$ cat src/rtl/wcs_pkg.sv
package wcs_pkg;

    typedef enum logic [3:0] {
        S_STOP      = 4'd0,
        S_OSC_REQ   = 4'd1,
        S_OSC_WAIT  = 4'd2,
        S_PLL_REQ   = 4'd3,
        S_LOCK_WAIT = 4'd4,
        S_SYS_REQ   = 4'd5,
        S_RUN       = 4'd6,
        S_OFF_SYS   = 4'd7,
        S_OFF_PLL   = 4'd8
    } wcs_state_e;

    typedef enum logic [2:0] {
        OP_NONE     = 3'd0,
        OP_OSC      = 3'd1,
        OP_PLL      = 3'd2,
        OP_SYS      = 3'd3,
        OP_STOP     = 3'd4,
        OP_ACK_WAKE = 3'd5,
        OP_ACK_ERR  = 3'd6,
        OP_RSVD     = 3'd7
    } wcs_op_e;

    typedef struct packed {
        logic osc;
        logic refc;
        logic pll;
        logic sys;
    } wcs_en_t;

endpackage

$ cat src/rtl/wcs_timer.sv
// Down-counter shared by the stabilisation wait and the lock wait.
module wcs_timer #(
    parameter int TW = 16
) (
    input  logic          clk,
    input  logic          rst_n,
    input  logic          load,
    input  logic [TW-1:0] load_val,
    output logic          expired
);

    logic [TW-1:0] cnt_q;

    always_ff @(posedge clk) begin
        if (!rst_n) begin
            cnt_q <= '0;
        end else if (load) begin
            cnt_q <= load_val;
        end else if (cnt_q != '0) begin
            cnt_q <= cnt_q - 1'b1;
        end
    end

    // Expires in the last cycle of the window; a zero load gives one cycle.
    assign expired = (cnt_q <= TW'(1));

endmodule

$ cat src/rtl/wcs_deadline.sv
// Recovery budget counter: armed at wake, disarmed when the system clock runs.
module wcs_deadline #(
    parameter int DL = 36000
) (
    input  logic clk,
    input  logic rst_n,
    input  logic start,
    input  logic done,
    input  logic clr,
    output logic timeout
);

    localparam int DW = (DL < 2) ? 1 : $clog2(DL + 1);

    logic [DW-1:0] age_q;
    logic          armed_q;
    logic          hit;

    assign hit = armed_q && !start && !done && (age_q == DW'(DL - 1));

    always_ff @(posedge clk) begin
        if (!rst_n) begin
            age_q   <= '0;
            armed_q <= 1'b0;
        end else if (start) begin
            age_q   <= '0;
            armed_q <= 1'b1;
        end else if (armed_q) begin
            if (done || hit) begin
                armed_q <= 1'b0;
            end else begin
                age_q <= age_q + 1'b1;
            end
        end
    end

    always_ff @(posedge clk) begin
        if (!rst_n) begin
            timeout <= 1'b0;
        end else begin
            timeout <= (timeout & ~clr) | hit;
        end
    end

    AST_TIMEOUT_NOT_RUNNING: assert property (@(posedge clk) disable iff (!rst_n)
        $rose(timeout) |-> !$past(done));

    AST_TIMEOUT_CLEARS: assert property (@(posedge clk) disable iff (!rst_n)
        (clr && !hit) |=> !timeout);

endmodule

$ cat src/rtl/wcs_status.sv
// Wake flags, interrupt and sticky sequence-error bit.
module wcs_status (
    input  logic       clk,
    input  logic       rst_n,
    input  logic       set_res,
    input  logic       set_att,
    input  logic       ack_wake,
    input  logic       set_err,
    input  logic       ack_err,
    output logic [1:0] wake_flags,
    output logic       seq_err,
    output logic       irq_n
);

    always_ff @(posedge clk) begin
        if (!rst_n) begin
            wake_flags <= 2'b00;
            seq_err    <= 1'b0;
        end else begin
            wake_flags <= (wake_flags & {2{~ack_wake}}) | {set_att, set_res};
            seq_err    <= (seq_err & ~ack_err) | set_err;
        end
    end

    assign irq_n = ~(|wake_flags);

    AST_WAKE_RAISES_IRQ: assert property (@(posedge clk) disable iff (!rst_n)
        (set_res || set_att) |=> !irq_n);

    AST_IRQ_HELD: assert property (@(posedge clk) disable iff (!rst_n)
        (!irq_n && !ack_wake) |=> !irq_n);

    AST_IRQ_ACK: assert property (@(posedge clk) disable iff (!rst_n)
        (ack_wake && !set_res && !set_att) |=> irq_n);

    AST_ERR_STICKY: assert property (@(posedge clk) disable iff (!rst_n)
        (seq_err && !ack_err) |=> seq_err);

endmodule

$ cat src/rtl/wcs_fsm.sv
// Wake sequencing state machine: state register, next state, Moore enables.
module wcs_fsm
    import wcs_pkg::*;
#(
    parameter int OSC_W    = 16,
    parameter int TW       = 16,
    parameter int LOCK_CYC = 100
) (
    input  logic             clk,
    input  logic             rst_n,
    input  logic             auto_mode,
    input  logic             bus_resume,
    input  logic             vbus_attach,
    input  logic [OSC_W-1:0] osc_wait,
    input  logic [2:0]       cmd_op,
    input  logic             tmr_expired,
    output logic             tmr_load,
    output logic [TW-1:0]    tmr_val,
    output logic             acc_res,
    output logic             acc_att,
    output logic             step_bad,
    output logic             running,
    output wcs_en_t          en
);

    localparam int LW = $clog2(LOCK_CYC + 1);

    wcs_state_e st_q, st_n;
    wcs_op_e    op;
    logic       auto_q;
    logic       wake_ok;

    assign op      = wcs_op_e'(cmd_op);
    assign wake_ok = (st_q == S_STOP) && (bus_resume || vbus_attach);
    assign acc_res = wake_ok && bus_resume;
    assign acc_att = wake_ok && vbus_attach;
    assign running = (st_q == S_RUN);

    // Step commands are legal only in their own request state.
    always_comb begin
        step_bad = 1'b0;
        unique case (op)
            OP_OSC:  step_bad = (st_q != S_OSC_REQ);
            OP_PLL:  step_bad = (st_q != S_PLL_REQ);
            OP_SYS:  step_bad = (st_q != S_SYS_REQ);
            default: step_bad = 1'b0;
        endcase
    end

    // State register and latched mode.
    always_ff @(posedge clk) begin
        if (!rst_n) begin
            st_q   <= S_STOP;
            auto_q <= 1'b0;
        end else begin
            st_q <= st_n;
            if (wake_ok) begin
                auto_q <= auto_mode;
            end
        end
    end

    // Next state and timer loads.
    always_comb begin
        st_n     = st_q;
        tmr_load = 1'b0;
        tmr_val  = '0;
        unique case (st_q)
            S_STOP: begin
                if (bus_resume || (vbus_attach && auto_mode)) begin
                    st_n     = S_OSC_WAIT;
                    tmr_load = 1'b1;
                    tmr_val  = TW'(osc_wait);
                end else if (vbus_attach) begin
                    st_n = S_OSC_REQ;
                end
            end
            S_OSC_REQ: begin
                if (op == OP_OSC) begin
                    st_n     = S_OSC_WAIT;
                    tmr_load = 1'b1;
                    tmr_val  = TW'(osc_wait);
                end
            end
            S_OSC_WAIT: begin
                if (tmr_expired) begin
                    if (auto_q) begin
                        st_n     = S_LOCK_WAIT;
                        tmr_load = 1'b1;
                        tmr_val  = TW'(LOCK_CYC);
                    end else begin
                        st_n = S_PLL_REQ;
                    end
                end
            end
            S_PLL_REQ: begin
                if (op == OP_PLL) begin
                    st_n     = S_LOCK_WAIT;
                    tmr_load = 1'b1;
                    tmr_val  = TW'(LOCK_CYC);
                end
            end
            S_LOCK_WAIT: begin
                if (tmr_expired) begin
                    st_n = auto_q ? S_RUN : S_SYS_REQ;
                end
            end
            S_SYS_REQ: begin
                if (op == OP_SYS) begin
                    st_n = S_RUN;
                end
            end
            S_RUN: begin
                if (op == OP_STOP) begin
                    st_n = S_OFF_SYS;
                end
            end
            S_OFF_SYS: st_n = S_OFF_PLL;
            S_OFF_PLL: st_n = S_STOP;
            default:   st_n = S_STOP;
        endcase
    end

    // Moore enable decode.
    always_comb begin
        en = '0;
        unique case (st_q)
            S_STOP, S_OSC_REQ: en = '0;
            S_OSC_WAIT, S_PLL_REQ, S_OFF_PLL: begin
                en.osc = 1'b1;
            end
            S_LOCK_WAIT, S_SYS_REQ, S_OFF_SYS: begin
                en.osc  = 1'b1;
                en.refc = 1'b1;
                en.pll  = 1'b1;
            end
            S_RUN: begin
                en.osc  = 1'b1;
                en.refc = 1'b1;
                en.pll  = 1'b1;
                en.sys  = 1'b1;
            end
            default: en = '0;
        endcase
    end

    // Lock-age helper for the minimum-lock check.
    logic [LW-1:0] lock_age;
    always_ff @(posedge clk) begin
        if (!rst_n || !en.pll) begin
            lock_age <= '0;
        end else if (lock_age < LW'(LOCK_CYC)) begin
            lock_age <= lock_age + 1'b1;
        end
    end

    AST_RESUME_HW_OSC: assert property (@(posedge clk) disable iff (!rst_n)
        (st_q == S_STOP && bus_resume) |=> en.osc);

    AST_ATTACH_WAITS_SW: assert property (@(posedge clk) disable iff (!rst_n)
        (st_q == S_STOP && vbus_attach && !bus_resume && !auto_mode) |=> !en.osc);

    AST_PLL_AFTER_OSC: assert property (@(posedge clk) disable iff (!rst_n)
        $rose(en.pll) |-> ($past(en.osc) && $rose(en.refc)));

    AST_LOCK_MIN: assert property (@(posedge clk) disable iff (!rst_n)
        $rose(en.sys) |-> (lock_age >= LW'(LOCK_CYC)));

    AST_MANUAL_PLL_HOLD: assert property (@(posedge clk) disable iff (!rst_n)
        (!auto_q && st_q == S_PLL_REQ && op != OP_PLL) |=> !en.pll);

    AST_MANUAL_SYS_HOLD: assert property (@(posedge clk) disable iff (!rst_n)
        (!auto_q && st_q == S_SYS_REQ && op != OP_SYS) |=> !en.sys);

    AST_STOP_SYS_FIRST: assert property (@(posedge clk) disable iff (!rst_n)
        $fell(en.sys) |-> (en.pll && en.osc));

    AST_STOP_PLL_SECOND: assert property (@(posedge clk) disable iff (!rst_n)
        $fell(en.pll) |-> (en.osc && !en.sys));

    AST_STOP_OSC_LAST: assert property (@(posedge clk) disable iff (!rst_n)
        $fell(en.osc) |-> (!en.pll && !en.sys));

    AST_WAKE_IGNORED: assert property (@(posedge clk) disable iff (!rst_n)
        (st_q != S_STOP && st_q != S_OFF_PLL) |=> (st_q != S_STOP));

endmodule

$ cat src/rtl/wake_clk_seq.sv
module wake_clk_seq
    import wcs_pkg::*;
#(
    parameter int CLK_HZ = 12_000_000,
    parameter int OSC_W  = 16
) (
    input  logic             clk,
    input  logic             rst_n,
    input  logic             auto_mode,
    input  logic             bus_resume,
    input  logic             vbus_attach,
    input  logic [OSC_W-1:0] osc_wait,
    input  logic [2:0]       cmd_op,
    output logic             osc_en,
    output logic             ref_en,
    output logic             pll_en,
    output logic             sys_en,
    output logic             irq_n,
    output logic [1:0]       wake_flags,
    output logic             seq_err,
    output logic             timeout
);

    localparam longint LOCK_L       = (longint'(CLK_HZ) * 83 + 64'd9_999_999) / 64'd10_000_000;
    localparam int     LOCK_CYC     = (LOCK_L < 1) ? 1 : int'(LOCK_L);
    localparam longint DL_L         = (longint'(CLK_HZ) * 3) / 64'd1000;
    localparam int     DEADLINE_CYC = (DL_L < 2) ? 2 : int'(DL_L);
    localparam int     LW           = $clog2(LOCK_CYC + 1);
    localparam int     TW           = (OSC_W > LW) ? OSC_W : LW;

    logic          tmr_load;
    logic [TW-1:0] tmr_val;
    logic          tmr_expired;
    logic          acc_res;
    logic          acc_att;
    logic          step_bad;
    logic          running;
    wcs_en_t       en;

    wcs_fsm #(
        .OSC_W    (OSC_W),
        .TW       (TW),
        .LOCK_CYC (LOCK_CYC)
    ) u_fsm (
        .clk         (clk),
        .rst_n       (rst_n),
        .auto_mode   (auto_mode),
        .bus_resume  (bus_resume),
        .vbus_attach (vbus_attach),
        .osc_wait    (osc_wait),
        .cmd_op      (cmd_op),
        .tmr_expired (tmr_expired),
        .tmr_load    (tmr_load),
        .tmr_val     (tmr_val),
        .acc_res     (acc_res),
        .acc_att     (acc_att),
        .step_bad    (step_bad),
        .running     (running),
        .en          (en)
    );

    wcs_timer #(
        .TW (TW)
    ) u_timer (
        .clk      (clk),
        .rst_n    (rst_n),
        .load     (tmr_load),
        .load_val (tmr_val),
        .expired  (tmr_expired)
    );

    wcs_deadline #(
        .DL (DEADLINE_CYC)
    ) u_deadline (
        .clk     (clk),
        .rst_n   (rst_n),
        .start   (acc_res | acc_att),
        .done    (running),
        .clr     (cmd_op == OP_ACK_ERR),
        .timeout (timeout)
    );

    wcs_status u_status (
        .clk        (clk),
        .rst_n      (rst_n),
        .set_res    (acc_res),
        .set_att    (acc_att),
        .ack_wake   (cmd_op == OP_ACK_WAKE),
        .set_err    (step_bad),
        .ack_err    (cmd_op == OP_ACK_ERR),
        .wake_flags (wake_flags),
        .seq_err    (seq_err),
        .irq_n      (irq_n)
    );

    assign osc_en = en.osc;
    assign ref_en = en.refc;
    assign pll_en = en.pll;
    assign sys_en = en.sys;

    AST_BAD_STEP_FLAGS: assert property (@(posedge clk) disable iff (!rst_n)
        step_bad |=> seq_err);

    AST_BOTH_WAKE_RESUME_PATH: assert property (@(posedge clk) disable iff (!rst_n)
        (acc_res && acc_att) |=> (osc_en && wake_flags == 2'b11));

endmodule

$ cat config.mk
export PLATFORM = sky130hd
export DESIGN_NAME = wake_clk_seq
export DESIGN_NICKNAME = d
export VERILOG_FILES = /design/src/rtl/wcs_pkg.sv /design/src/rtl/wcs_timer.sv /design/src/rtl/wcs_deadline.sv /design/src/rtl/wcs_status.sv /design/src/rtl/wcs_fsm.sv /design/src/rtl/wake_clk_seq.sv
export SDC_FILE = /design/constraint.sdc
export NUM_CORES = 1
export LEC_CHECK = 0
export BUFFER_PORTS_ARGS = -buffer_cell sky130_fd_sc_hd__buf_4
export CAP_MARGIN = 5
export CORE_MARGIN = 1.5
export CORE_UTILIZATION = 40
export CTS_CLUSTER_SIZE = 12
export DETAILED_ROUTE_END_ITERATION = 12
export HOLD_SLACK_MARGIN = 0.06
export PLACE_DENSITY = 0.67
export SETUP_SLACK_MARGIN = 0.2
export SYNTH_ARGS = -nofsm -noshare
export SYNTH_HDL_FRONTEND = slang
export SYNTH_SLANG_ARGS = --single-unit
$ cat constraint.sdc
create_clock -name clk -period 2.2 [get_ports clk]
set_clock_uncertainty 0.15 [all_clocks]
set_input_delay 0.22 -clock clk [delete_from_list [all_inputs] [get_ports clk]]
set_output_delay 0.22 -clock clk [all_outputs]
set_load 0.01 [all_outputs]
==> summary.txt, run 1 <==
Synthesis
  • Ys async rst share: 0%
  • Synth top area cells: dfxtp_1 32%, xor2_1 7.3%, nor2_1 4.7%
  • Yosys top cell by area: dfxtp_1
  • Seq/Total Area, Yosys: 32.02%
  • Post-Synth XOR/XNOR Area: 8.004%
  • Proportion of synthesized area in mux cells: 2.334%
  • Syn avg cell area: 8.472 sq um
  • Gate Count Post-Synth: 310
  • Post-Synth Simple-Gate Area: 32.11%
  • Yosys warnings: 0
  • Area share of the largest cell type after synthesis: 32.02%
  • Syn Nets: 337
  • Largest family of logic cells by synthesized area: simple AND/OR/NAND/NOR gates
  • Seq cells post-synth: 42
  • Main flop type after synthesis: dfxtp_1
  • Mapped cell area: 0.002626 sq mm
  • Synth Area in Compound Gates: 18.68%
  • Adder-Cell Fraction of Synth Area: 1.429%
  • Count of cell types in the netlist: 62
  • Post-synth EDFFs: 0

Critical path
  • CP required: 2.30 ns
  • R2r worst-path depth: 6
  • Reg2reg start: u_timer.cnt_q[0]$_SDFFE_PN0P_
  • CP Class: in2reg
  • Reg-to-Reg End: u_timer.cnt_q[7]$_SDFFE_PN0P_
  • CP Capture Type: flop
  • Startpoint Class: primary input
  • Critical Path AT: 2.03 ns
  • Worst Setup SP: auto_mode
  • CP endpoint: u_timer.cnt_q[1]$_SDFFE_PN0P_
  • R2R setup slack: 0.28 ns
  • Worst-path fanout max: 9

Timing
  • Fin crit share: 87.87%
  • RSZ-0062 raised after global routing: true
  • Final setup violation count: 0
  • Max transition margin: 68.21%
  • Final Max Slew Viols: 0
  • Min cycle time layout: 1.933 ns
  • Sum Neg Setup Slack: 0 ns
  • Worst-Margin Slew: 0.4729 ns
  • Setup slack after layout: 0.2668 ns
  • Final hold viol count: 0
  • Max Freq: 0.5173 GHz

Drt
  • TritonRoute pass-1 iters: 4
  • Avg WL per Cell: 14.60 microns
  • Routed vias: 2391
  • DR DRC count: 0
  • Total Wirelength: 6349 microns
  • First DRT Iteration DRCs: 126
  • Vias per inst: 5.497
  • Post-route ant nets: 0

Floorplanning
  • Site row count: 29
  • I/O pin total: 33
  • Die W: 84.03 microns
  • Starting Density: 41.36%
  • Die Y: 84.03 microns
  • Die area: 0.007061 sq mm
  • Core Area: 0.006350 sq mm

Placement
  • HPWL after detailed placement: 4483 microns
  • DP Cell Count: 424
  • Port Buffer Count: 32
  • Pre-CTS setup slack: 0.1954 ns
  • GP Congestion: 0.8782

Run
  • Max-cap viol count: 0

Global route
  • Total grt overflow: 0
  • Total GRT Usage: 18.13%
  • Largest net degree at the start of global routing: 19
  • First-pass GRT wire length: 10520 microns
  • Initial antenna violation count: 0
  • Vias in the first global route: 2318

Clock tree
  • Sink Count: 42
  • Clock Pin Slew Worst Setup and Hold Paths: 0.10 ns
  • Clock Latency Late Sink: 0.31 ns
  • Clk buf depth: 2
  • CTS Buf Count: 5
  • CTS tree: done
  • H-tree depth: 2
  • CTS Root Cell: clkbuf_8

Power and ir drop
  • LEAKAGE: 1.261 nW
  • Worst VDD drop: 0.6553 mV
  • PD cells: 1317 mW/mm^2

Outcome
  • Status: completed

Final layout
  • Final #Nets: 384
  • Most frequent cells in the layout: 56 x buf_4, 40 x dfxtp_1, 32 x nor2_1
  • Share of layout cells above drive strength 1: 28.49%
  • Commonest non-fill, non-tap cell in the layout: buf_4
  • Fin cells: 435
  • Area of the multi-input gates: 0.001725 sq mm
  • # fillers: 600
  • Area growth syn-to-layout: 24.63%
  • Antenna Cells: 0
  • Register area: 843.3 sq um

Hold path
  • Min-delay worst type: in2reg
[registers in the layout, summed over array words and instances (netlist names)]
signal / flops
u_deadline.armed_q: 1
u_status.wake_flags: 2
u_deadline.age_q: 16
u_fsm.st_q: 4
u_deadline.timeout: 1
u_status.seq_err: 1
u_fsm.auto_q: 1
u_timer.cnt_q: 16
[cell families after synthesis]
logic type / after synthesis
XOR/XNOR: 24
AND/OR/NAND/NOR: 145
adder cells (fa/ha/maj): 3
multiplexers: 6
flip-flops: 42
buffers and inverters: 24
AO/OA/AOI/OAI: 66
[synth_stat cells (7+ instances only)]
library cell / instances
dfxtp_1: 42
nor2_1: 33
nand3_1: 24
xor2_1: 22
nand2_1: 20
o21ai_0: 15
o31a_1: 12
a21oi_1: 11
nor2_2: 11
nand4_1: 8
clkbuf_1: 7
nor2b_1: 7
[worst min-delay path by stage]
| stage | depth (start not counted) | to | slack (ns) | startpoint |
|---|---|---|---|---|
| after floorplan | 2 | u_timer.cnt_q[15]$_SDFFE_PN0P_ | 0.22 | osc_wait[15] |
| after global placement | 2 | u_deadline.timeout$_SDFF_PN0_ | 0.31 | u_deadline.timeout$_SDFF_PN0_ |
| after detailed placement | 2 | u_deadline.timeout$_SDFF_PN0_ | 0.31 | u_deadline.timeout$_SDFF_PN0_ |
| after CTS | 3 | u_timer.cnt_q[2]$_SDFFE_PN0P_ | 0.08 | osc_wait[2] |
| after global routing | 3 | u_timer.cnt_q[2]$_SDFFE_PN0P_ | 0.1 | osc_wait[2] |
| final | 3 | u_timer.cnt_q[6]$_SDFFE_PN0P_ | 0.09 | osc_wait[6] |
[through the flow]
| stage | util (%) | power, mW | area (sq um) | hold slack, ns |
|---|---|---|---|---|
| 6_report | 51.55 | 4.312 | 3273 | 0.08614 |
| 4_1_cts | 50.17 | 4.119 | 3186 | 0.07823 |
| 5_1_grt | 51.55 | 4.605 | 3273 | 0.09611 |
| 3_3_place_gp | 47.55 | 3.293 | 3019 | 0.3091 |
| 2_1_floorplan | - | 2.732 | 2626 | 0.2173 |
| 3_5_place_dp | 47.55 | 3.323 | 3019 | 0.3101 |
[power breakdown]
group          internal (mW)  total (mW)  switching [mW]
combinational           1.09        2.30            1.22
clock                  0.455       0.761           0.306
sequential             0.953        1.25           0.296
total                   2.49        4.31            1.82
[critical path, stage by stage]
cell	delay [ns]
dlygate4sd3_1	0.54
buf_4	0.14
a21o_1	0.20
a32o_2	0.32
buf_4	0.19
o31ai_1	0.23
o311a_1	0.20
[what timing repair did]
item                       4_1_cts  5_1_grt
resized for setup                2       16
gates cloned                     0        0
hold endpoints to repair         2        0
hold buffers                     2        0
setup buffers                    0        1
pin swaps                        0        3
setup endpoints to repair        3       34
[final cells by class]
type	instances	area share, %
Multi-Input combinational cell	244	52.71
Tap cell	77	2.943
Clock buffer	5	2.102
Sequential cell	42	25.76
Inverter	5	0.5734
Timing Repair Buffer	59	13.80
Clock inverter	3	2.102
[metal layers]
| layer | track usage [%] | vias to the layer above | share of wire (%) |
|---|---|---|---|
| met5 | 0 | - | 0 |
| met4 | 9.091 | 0 | 2.0 |
| met2 | 28.15 | 57 | 46 |
| li1 | - | 1216 | - |
| met3 | 3.759 | 11 | 4.4 |
| met1 | 23.73 | 1107 | 48 |
Note: power is estimated with default switching activity, not from simulation.
==> inputs of run 2 (changes only) <==
--- a/config.mk
+++ b/config.mk
@@ -8,11 +8,10 @@
 export BUFFER_PORTS_ARGS = -buffer_cell sky130_fd_sc_hd__buf_4
 export CAP_MARGIN = 5
 export CORE_MARGIN = 1.5
-export CORE_UTILIZATION = 40
+export CORE_UTILIZATION = 58
 export CTS_CLUSTER_SIZE = 12
 export DETAILED_ROUTE_END_ITERATION = 12
-export HOLD_SLACK_MARGIN = 0.06
-export PLACE_DENSITY = 0.67
+export PLACE_DENSITY = 0.88
 export SETUP_SLACK_MARGIN = 0.2
 export SYNTH_ARGS = -nofsm -noshare
 export SYNTH_HDL_FRONTEND = slang
==> run 2 against run 1 <==
Net effect:
- hold slack lost 0.050 ns
- global-route usage grew 8.7 points
- combinational power is 5% higher
- non-clock buffer count is 2 higher
- first-iteration DRC count increased by 32%
- worst setup slack got worse by 0.032 ns
- routed wire length grew 5.7%
==> summary.txt, run 2 (synthesized netlist as in run 1, its figures left out) <==
Outcome
  • Status: completed

Timing
  • Final Max Slew Viols: 0 (unchanged)
  • Worst-Margin Slew: 0.5160 ns (+0.04302 ns)
  • Final setup violation count: 0 (unchanged)
  • Min cycle time layout: 1.965 ns (+0.03178 ns)
  • RSZ-0062 raised after global routing: true
  • Final hold slack: 0.03629 ns (-0.04985 ns)
  • Final hold viol count: 0 (unchanged)
  • Sum Neg Setup Slack: 0 ns (unchanged)
  • Max transition margin: 65.06% (-3.1 points)
  • Max Freq: 0.5089 GHz (-1.6%)
  • Fin crit share: 89.32% (+1.4 points)

Final layout
  • Most frequent cells in the layout: 58 x buf_4, 38 x dfxtp_1, 32 x nor2_1
  • Area growth syn-to-layout: 24.25%
  • Fin area: 0.003263 sq mm (-0.31%)
  • Biggest regs: u_deadline.age_q (16), u_timer.cnt_q (16), u_fsm.st_q (4)
  • Antenna Cells: 0 (unchanged)
  • Fin cells: 412 (-5.3%)
  • Commonest non-fill, non-tap cell in the layout: buf_4
  • Final #Nets: 386 (+0.52%)
  • Share of layout cells above drive strength 1: 30.56% (+2.1 points)

Clock tree
  • CTS Root Cell: clkbuf_8
  • CTS Buf Count: 5 (unchanged)
  • Sink Count: 42 (unchanged)
  • H-tree depth: 2 (unchanged)
  • Clock Pin Slew Worst Setup and Hold Paths: 0.09 ns (about the same)
  • Clock Latency Late Sink: 0.31 ns (about the same)
  • CTS tree: done
  • Cts hold-fix bufs: 0 (-2)
  • Clk buf depth: 2 (unchanged)

Floorplanning
  • Die W: 70.29 microns (-16%)
  • I/O pin total: 33 (unchanged)
  • Starting Density: 60.32% (+19 points)
  • Site row count: 24 (-17%)
  • Die area: 0.004941 sq mm (-30%)
  • Die Y: 70.29 microns (-16%)
  • Core Area: 0.004354 sq mm (-31%)

Critical path
  • CP Capture Type: flop
  • Crit-path cells: or4_4 > o2111ai_4 > o21ai_2 > or3_1 > a21oi_1
  • Peak per-stage delay on the critical path: 0.52 ns (-0.02 ns)
  • Startpoint Class: flop
  • CP top delay family: simple AND/OR/NAND/NOR gates
  • Critical Path AT: 2.06 ns (+0.03 ns)
  • CP Class: reg2reg
  • CP required: 2.29 ns (about the same)
  • Levels on crit path: 5 (-2)
  • Worst-path fanout max: 7 (-2)
  • Worst path slowest cell: or4_4
  • R2r worst-path depth: 5 (-1)
  • WP buf/inv: 0 (-3)

Global route
  • Vias in the first global route: 2393 (+3.2%)
  • Total GRT Usage: 26.83% (+8.7 points)
  • Total grt overflow: 0 (unchanged)
  • Largest net degree at the start of global routing: 19 (unchanged)
  • Initial antenna violation count: 0 (unchanged)
  • First-pass GRT wire length: 10890 microns (+3.5%)

Drt
  • Vias per inst: 6.192 (+13%)
  • Total Wirelength: 6714 microns (+5.7%)
  • Routed vias: 2551 (+6.7%)
  • First DRT Iteration DRCs: 166 (+32%)
  • Post-route ant nets: 0 (unchanged)
  • TritonRoute pass-1 iters: 4 (unchanged)
  • Avg WL per Cell: 16.30 microns (+12%)
  • DR DRC count: 0 (unchanged)

Placement
  • HPWL after detailed placement: 4477 microns (-0.13%)
  • GP Congestion: 0.9091 (+3.5%)
  • DP Cell Count: 397 (-6.4%)
  • Placement Cell Area: 0.002973 sq mm (-1.5%)
  • Port Buffer Count: 32 (unchanged)

Power and ir drop
  • Worst VDD drop: 0.7841 mV (+20%)
  • Design Power: 4.208 mW (-2.4%)
  • PD cells: 1290 mW/mm^2 (-2.1%)
  • LEAKAGE: 1.252 nW (-0.71%)

Run
  • Max-cap viol count: 0 (unchanged)

Hold path
  • Hold path cells: 3 (unchanged)
  • Min-delay worst type: in2reg
run 2: metrics by stage:
| stage | setup slack [ns] | utilization (%) |
|---|---|---|
| floorplan | 0.2154 | - |
| global placement | 0.1912 | 68.28 |
| detailed placement | 0.1844 | 68.28 |
| CTS | 0.2015 | 71.70 |
| global route | 0.1306 | 74.94 |
| finish | 0.2350 | 74.94 |
run 2: worst reg2reg max path: stages, from the launching register on:
cell	delay [ns]
dfxtp_1	0.39
or4_4	0.52
o2111ai_4	0.26
o21ai_2	0.09
or3_1	0.35
a21oi_1	0.15
run 2: final timing paths:
check	start	end	slack, ns
worst min register to register	u_deadline.timeout$_SDFF_PN0_	u_deadline.timeout$_SDFF_PN0_	0.33
worst min-delay path	osc_wait[15]	u_timer.cnt_q[15]$_SDFFE_PN0P_	0.04
worst max register to register	u_fsm.st_q[1]$_SDFFE_PN0P_	u_deadline.age_q[3]$_SDFFE_PP0P_	0.23
worst max-delay path	u_fsm.st_q[1]$_SDFFE_PN0P_	u_deadline.age_q[3]$_SDFFE_PP0P_	0.23
run 2: where the power goes:
group,internal [mW],leakage (nW),switching (mW)
clock network,0.229,0.0447,0.298
registers,0.958,0.345,0.304
logic,1.14,0.861,1.28
total,2.33,1.25,1.88
run 2: layer usage:
metal | part of all wire [%] | global-route usage, % | vias to the layer above
met4 | 1.5 | 8.333 | 0
met5 | 0 | 0 | -
met3 | 5.2 | 5.195 | 12
met1 | 42 | 33.42 | 1209
met2 | 51 | 46.44 | 103
li1 | - | - | 1227
run 2: cell type report:
cell class	instances	area, sq um
fillers	302	1091
repair buffers	61	462.9
multi-input cells	244	1774
well taps	52	65.06
clock inverters	3	25.02
clock buffers	5	68.82
flip-flops and latches	42	848.3
inverters	5	18.77
run 2: what timing repair did:
item | 4_1_cts | 5_1_grt
setup endpoints to repair | 17 | 36
pin swaps | 0 | 7
buffers inserted | 0 | 6
cloned | 0 | 1
gates resized for setup | 7 | 22
==> inputs of run 3 (changes only) <==
--- a/config.mk
+++ b/config.mk
@@ -13,6 +13,8 @@
 export DETAILED_ROUTE_END_ITERATION = 12
 export PLACE_DENSITY = 0.88
 export SETUP_SLACK_MARGIN = 0.2
+export SKIP_LAST_GASP = 1
 export SYNTH_ARGS = -nofsm -noshare
 export SYNTH_HDL_FRONTEND = slang
+export SYNTH_HIERARCHICAL = 1
 export SYNTH_SLANG_ARGS = --single-unit
==> run 3 against run 2 <==
Net effect:
- the flow now finishes with violations (setup timing)
- synthesized cell count is 6.8% higher
- routed wire length increased by 41%
- sequential share of layout area shrank 3.1 points
- die area up 2.5%
- cell count up 12%
- design area is 14% higher
- register-to-register slack got worse by 0.45 ns
- maximum frequency shrank 19%
- global-route usage is 8.7 points higher
- via count increased by 22%
- first-iteration DRC count increased by 49%
- flip-flop and latch count is the same
- critical endpoint is now u_timer/cnt_q[2]$_SDFFE_PN0P_
==> summary.txt, run 3 <==
Final layout
  • Final #Nets: 437 (+13%)
  • Most frequent cells in the layout: 79 x buf_4, 34 x dfxtp_1, 26 x nor2_1
  • Utilization after layout: 84.01% (+9.1 points)
  • Area growth syn-to-layout: 37.60%
  • Commonest non-fill, non-tap cell in the layout: buf_4
  • Share of layout cells above drive strength 1: 39.27% (+8.7 points)
  • Antenna Cells: 0 (unchanged)
  • Biggest regs: u_deadline/age_q (16), u_timer/cnt_q (16), u_fsm/st_q (4)
  • Fin cells: 462 (+12%)

Drt
  • Routed vias: 3105 (+22%)
  • Post-route ant nets: 0 (unchanged)
  • Avg WL per Cell: 20.44 microns (+25%)
  • Vias per inst: 6.721 (+8.5%)
  • TritonRoute pass-1 iters: 5 (+1)
  • DR DRC count: 0 (unchanged)
  • First DRT Iteration DRCs: 248 (+49%)
  • Total Wirelength: 9444 microns (+41%)

Placement
  • Port Buffer Count: 32 (unchanged)
  • HPWL after detailed placement: 4912 microns (+9.7%)
  • GP Congestion: 0.9384 (+3.2%)
  • Pre-CTS setup slack: -0.3230 ns (-0.5074 ns)
  • DP Cell Count: 436 (+9.8%)

Clock tree
  • H-tree depth: 2 (unchanged)
  • CTS Buf Count: 5 (unchanged)
  • Clk buf depth: 2 (unchanged)
  • CTS tree: done
  • Clock Pin Slew Worst Setup and Hold Paths: 0.09 ns (about the same)
  • Cts hold-fix bufs: 0 (unchanged)
  • Sink Count: 42 (unchanged)
  • Clock Latency Late Sink: 0.30 ns (about the same)
  • CTS Root Cell: clkbuf_8

Outcome
  • Status: finished with violations
  • Failing checks: setup timing

Global route
  • Met1 Track Usage GR: 42.04% (+8.6 points)
  • Total GRT Usage: 35.53% (+8.7 points)
  • Initial antenna violation count: 0 (unchanged)
  • First-pass GRT wire length: 14260 microns (+31%)
  • Total grt overflow: 0 (unchanged)
  • Largest net degree at the start of global routing: 35 (+16)
  • Vias in the first global route: 2925 (+22%)
  • GRT busiest layer: met2
  • Met3 Track Usage GR: 9.402% (+4.2 points)
  • Met2 GRT Util: 59.88% (+13 points)

Floorplanning
  • Die Y: 71.17 microns (+1.2%)
  • Core Area: 0.004414 sq mm (+1.4%)
  • Die W: 71.17 microns (+1.2%)
  • I/O pin total: 33 (unchanged)
  • Site row count: 24 (unchanged)
  • Starting Density: 61.05% (+0.74 points)
  • Die area: 0.005064 sq mm (+2.5%)

Synthesis
  • Main flop type after synthesis: dfxtp_1
  • Yosys top cell by area: dfxtp_1
  • Most common cell in the synthesized netlist: dfxtp_1
  • Gate Count Post-Synth: 331 (+6.8%)
  • Ys async rst share: 0% (unchanged)
  • Area share of the largest cell type after synthesis: 31.20% (-0.82 points)
  • Yosys warnings: 6 (+6)
  • Top post-synthesis cells by count: 42 x dfxtp_1, 30 x nor2_1, 20 x nand3_1, 19 x o21ai_0, 18 x nand2_1
  • Seq cells post-synth: 42 (unchanged)
  • Mapped cell area: 0.002695 sq mm (+2.6%)
  • Seq/Total Area, Yosys: 31.20% (-0.82 points)
  • Count of cell types in the netlist: 68 (+9.7%)
  • Post-synth EDFFs: 0 (unchanged)
  • Syn avg cell area: 8.142 sq um (-3.9%)
  • Syn Nets: 358 (+6.2%)
  • Synth top area cells: dfxtp_1 31%, nor2_1 4.2%, xnor2_1 3.9%

Critical path
  • Reg-to-Reg End: u_timer/cnt_q[2]$_SDFFE_PN0P_
  • Worst Setup SP: u_timer/cnt_q[7]$_SDFFE_PN0P_
  • R2R setup slack: -0.22 ns (-0.45 ns)
  • Reg2reg start: u_timer/cnt_q[7]$_SDFFE_PN0P_
  • Startpoint Class: flop
  • R2r worst-path depth: 10 (+5)
  • CP Capture Type: flop
  • Critical Path AT: 2.45 ns (+0.39 ns)
  • CP Class: reg2reg
  • Worst-path fanout max: 15 (+8)
  • CP required: 2.23 ns (-0.06 ns)
  • CP endpoint: u_timer/cnt_q[2]$_SDFFE_PN0P_

Timing
  • Final setup violation count: 19 (+19)
  • Min cycle time layout: 2.417 ns (+0.4520 ns)
  • Setup slack after layout: -0.2170 ns (-0.4520 ns)
  • Final Max Slew Viols: 0 (unchanged)
  • Fin crit share: 109.9% (+21 points)
  • Worst-Margin Slew: 0.5350 ns (+0.01901 ns)
  • RSZ-0062 raised after global routing: true
  • Max transition margin: 64.25% (-0.81 points)
  • Final hold viol count: 0 (unchanged)
  • Max Freq: 0.4137 GHz (-19%)

Hold path
  • Hold path cells: 3 (unchanged)
  • Min-delay worst type: in2reg

Power and ir drop
  • Clock share of power: 12.9% (+0.4 points)
  • PD cells: 1354 mW/mm^2 (+5.0%)
  • Combinational share of power: 64.8% (+7.3 points)
  • Internal power: 2.840 mW (+22%)
  • LEAKAGE: 1.533 nW (+22%)
  • Net switching power: 2.181 mW (+16%)
  • Worst VDD drop: 0.9401 mV (+20%)
  • Net Sw Frac: 43.44% (-1.2 points)
  • Seq pwr share: 22.3% (-7.7 points)

Run
  • Max-cap viol count: 0 (unchanged)
run 3: cell count changes after synthesis, sizes merged, moves of 5 or more:
| cell | change |
|---|---|
| and2 | +12 |
| o21a | +5 |
| o31a | -11 |
| nor2 | -14 |
| inv | +7 |
| xor2 | -15 |
| nor3 | +7 |
| xnor2 | +10 |
run 3: layer usage:
metal | part of all wire [%] | wire length (microns)
met5 | 0 | 0
met4 | 4.7 | 446
met3 | 8.2 | 775
met2 | 49 | 4635
met1 | 38 | 3587
run 3: stage by stage:
stage / total power [mW] / area [sq um] / hold WS [ns] / TNS [ns]
after floorplan: 2.837 / 2785 / 0.1875 / -6.758
after global placement: 3.535 / 3231 / 0.3230 / -2.212
after detailed placement: 3.637 / 3231 / 0.3313 / -3.640
after CTS: 4.648 / 3547 / 0.05325 / -2.269
after global routing: 5.262 / 3709 / 0.07184 / -4.396
final: 5.020 / 3709 / 0.06205 / -1.915
run 3: kinds of logic (layout without fill, tap and decap cells):
kind of cell / after synthesis / count (layout) / share of synthesized area (%)
simple gates: 152 / 153 / 33.01
xor+xnor: 19 / 19 / 6.175
flops: 42 / 42 / 31.20
fa+ha+maj: 3 / 3 / 1.393
mux: 6 / 6 / 2.229
buf+inv: 31 / 109 / 6.453
compound gates: 78 / 78 / 19.55
run 3: power by group through the flow:
stage	clock network, mW	logic, mW	registers (mW)
global route	0.685	3.44	1.13
detailed placement	0	2.54	1.09
CTS	0.646	2.90	1.10
global placement	0	2.45	1.09
finish	0.647	3.25	1.12
floorplan	0	1.70	1.13
run 3: timing repair:
item / CTS / global route
setup buffers: 10 / 8
pin swaps: 20 / 16
resized for setup: 41 / 24
setup endpoints to repair: 29 / 34
cloned: 1 / 0
run 3: worst max-delay path, cell delays in order, from the launching register on:
cell,delay (ns)
dfxtp_2,0.34
nor4_4,0.28
nand4_1,0.21
nor4_4,0.21
a31oi_1,0.13
nor4_2,0.25
or2_4,0.26
inv_6,0.08
buf_4,0.15
o211ai_1,0.11
a21oi_1,0.12
run 3: worst min path at each step:
stage,to,start
after floorplan,u_status/seq_err$_SDFF_PN0_,rst_n
after global placement,u_deadline/age_q[7]$_SDFFE_PP0P_,u_deadline/age_q[7]$_SDFFE_PP0P_
after detailed placement,u_deadline/age_q[7]$_SDFFE_PP0P_,u_deadline/age_q[7]$_SDFFE_PP0P_
after CTS,u_fsm/auto_q$_SDFFE_PN0P_,auto_mode
after global routing,u_fsm/auto_q$_SDFFE_PN0P_,auto_mode
final,u_fsm/auto_q$_SDFFE_PN0P_,auto_mode
run 3: cell type report:
cell class	instances	area, sq um
clock buffer	6	82.58
sequential	42	850.8
multi-input combinational	259	1909
tap	52	65.06
timing repair buffer	90	720.7
clock inverter	1	30.03
inverter	12	50.05
fill	231	705.7
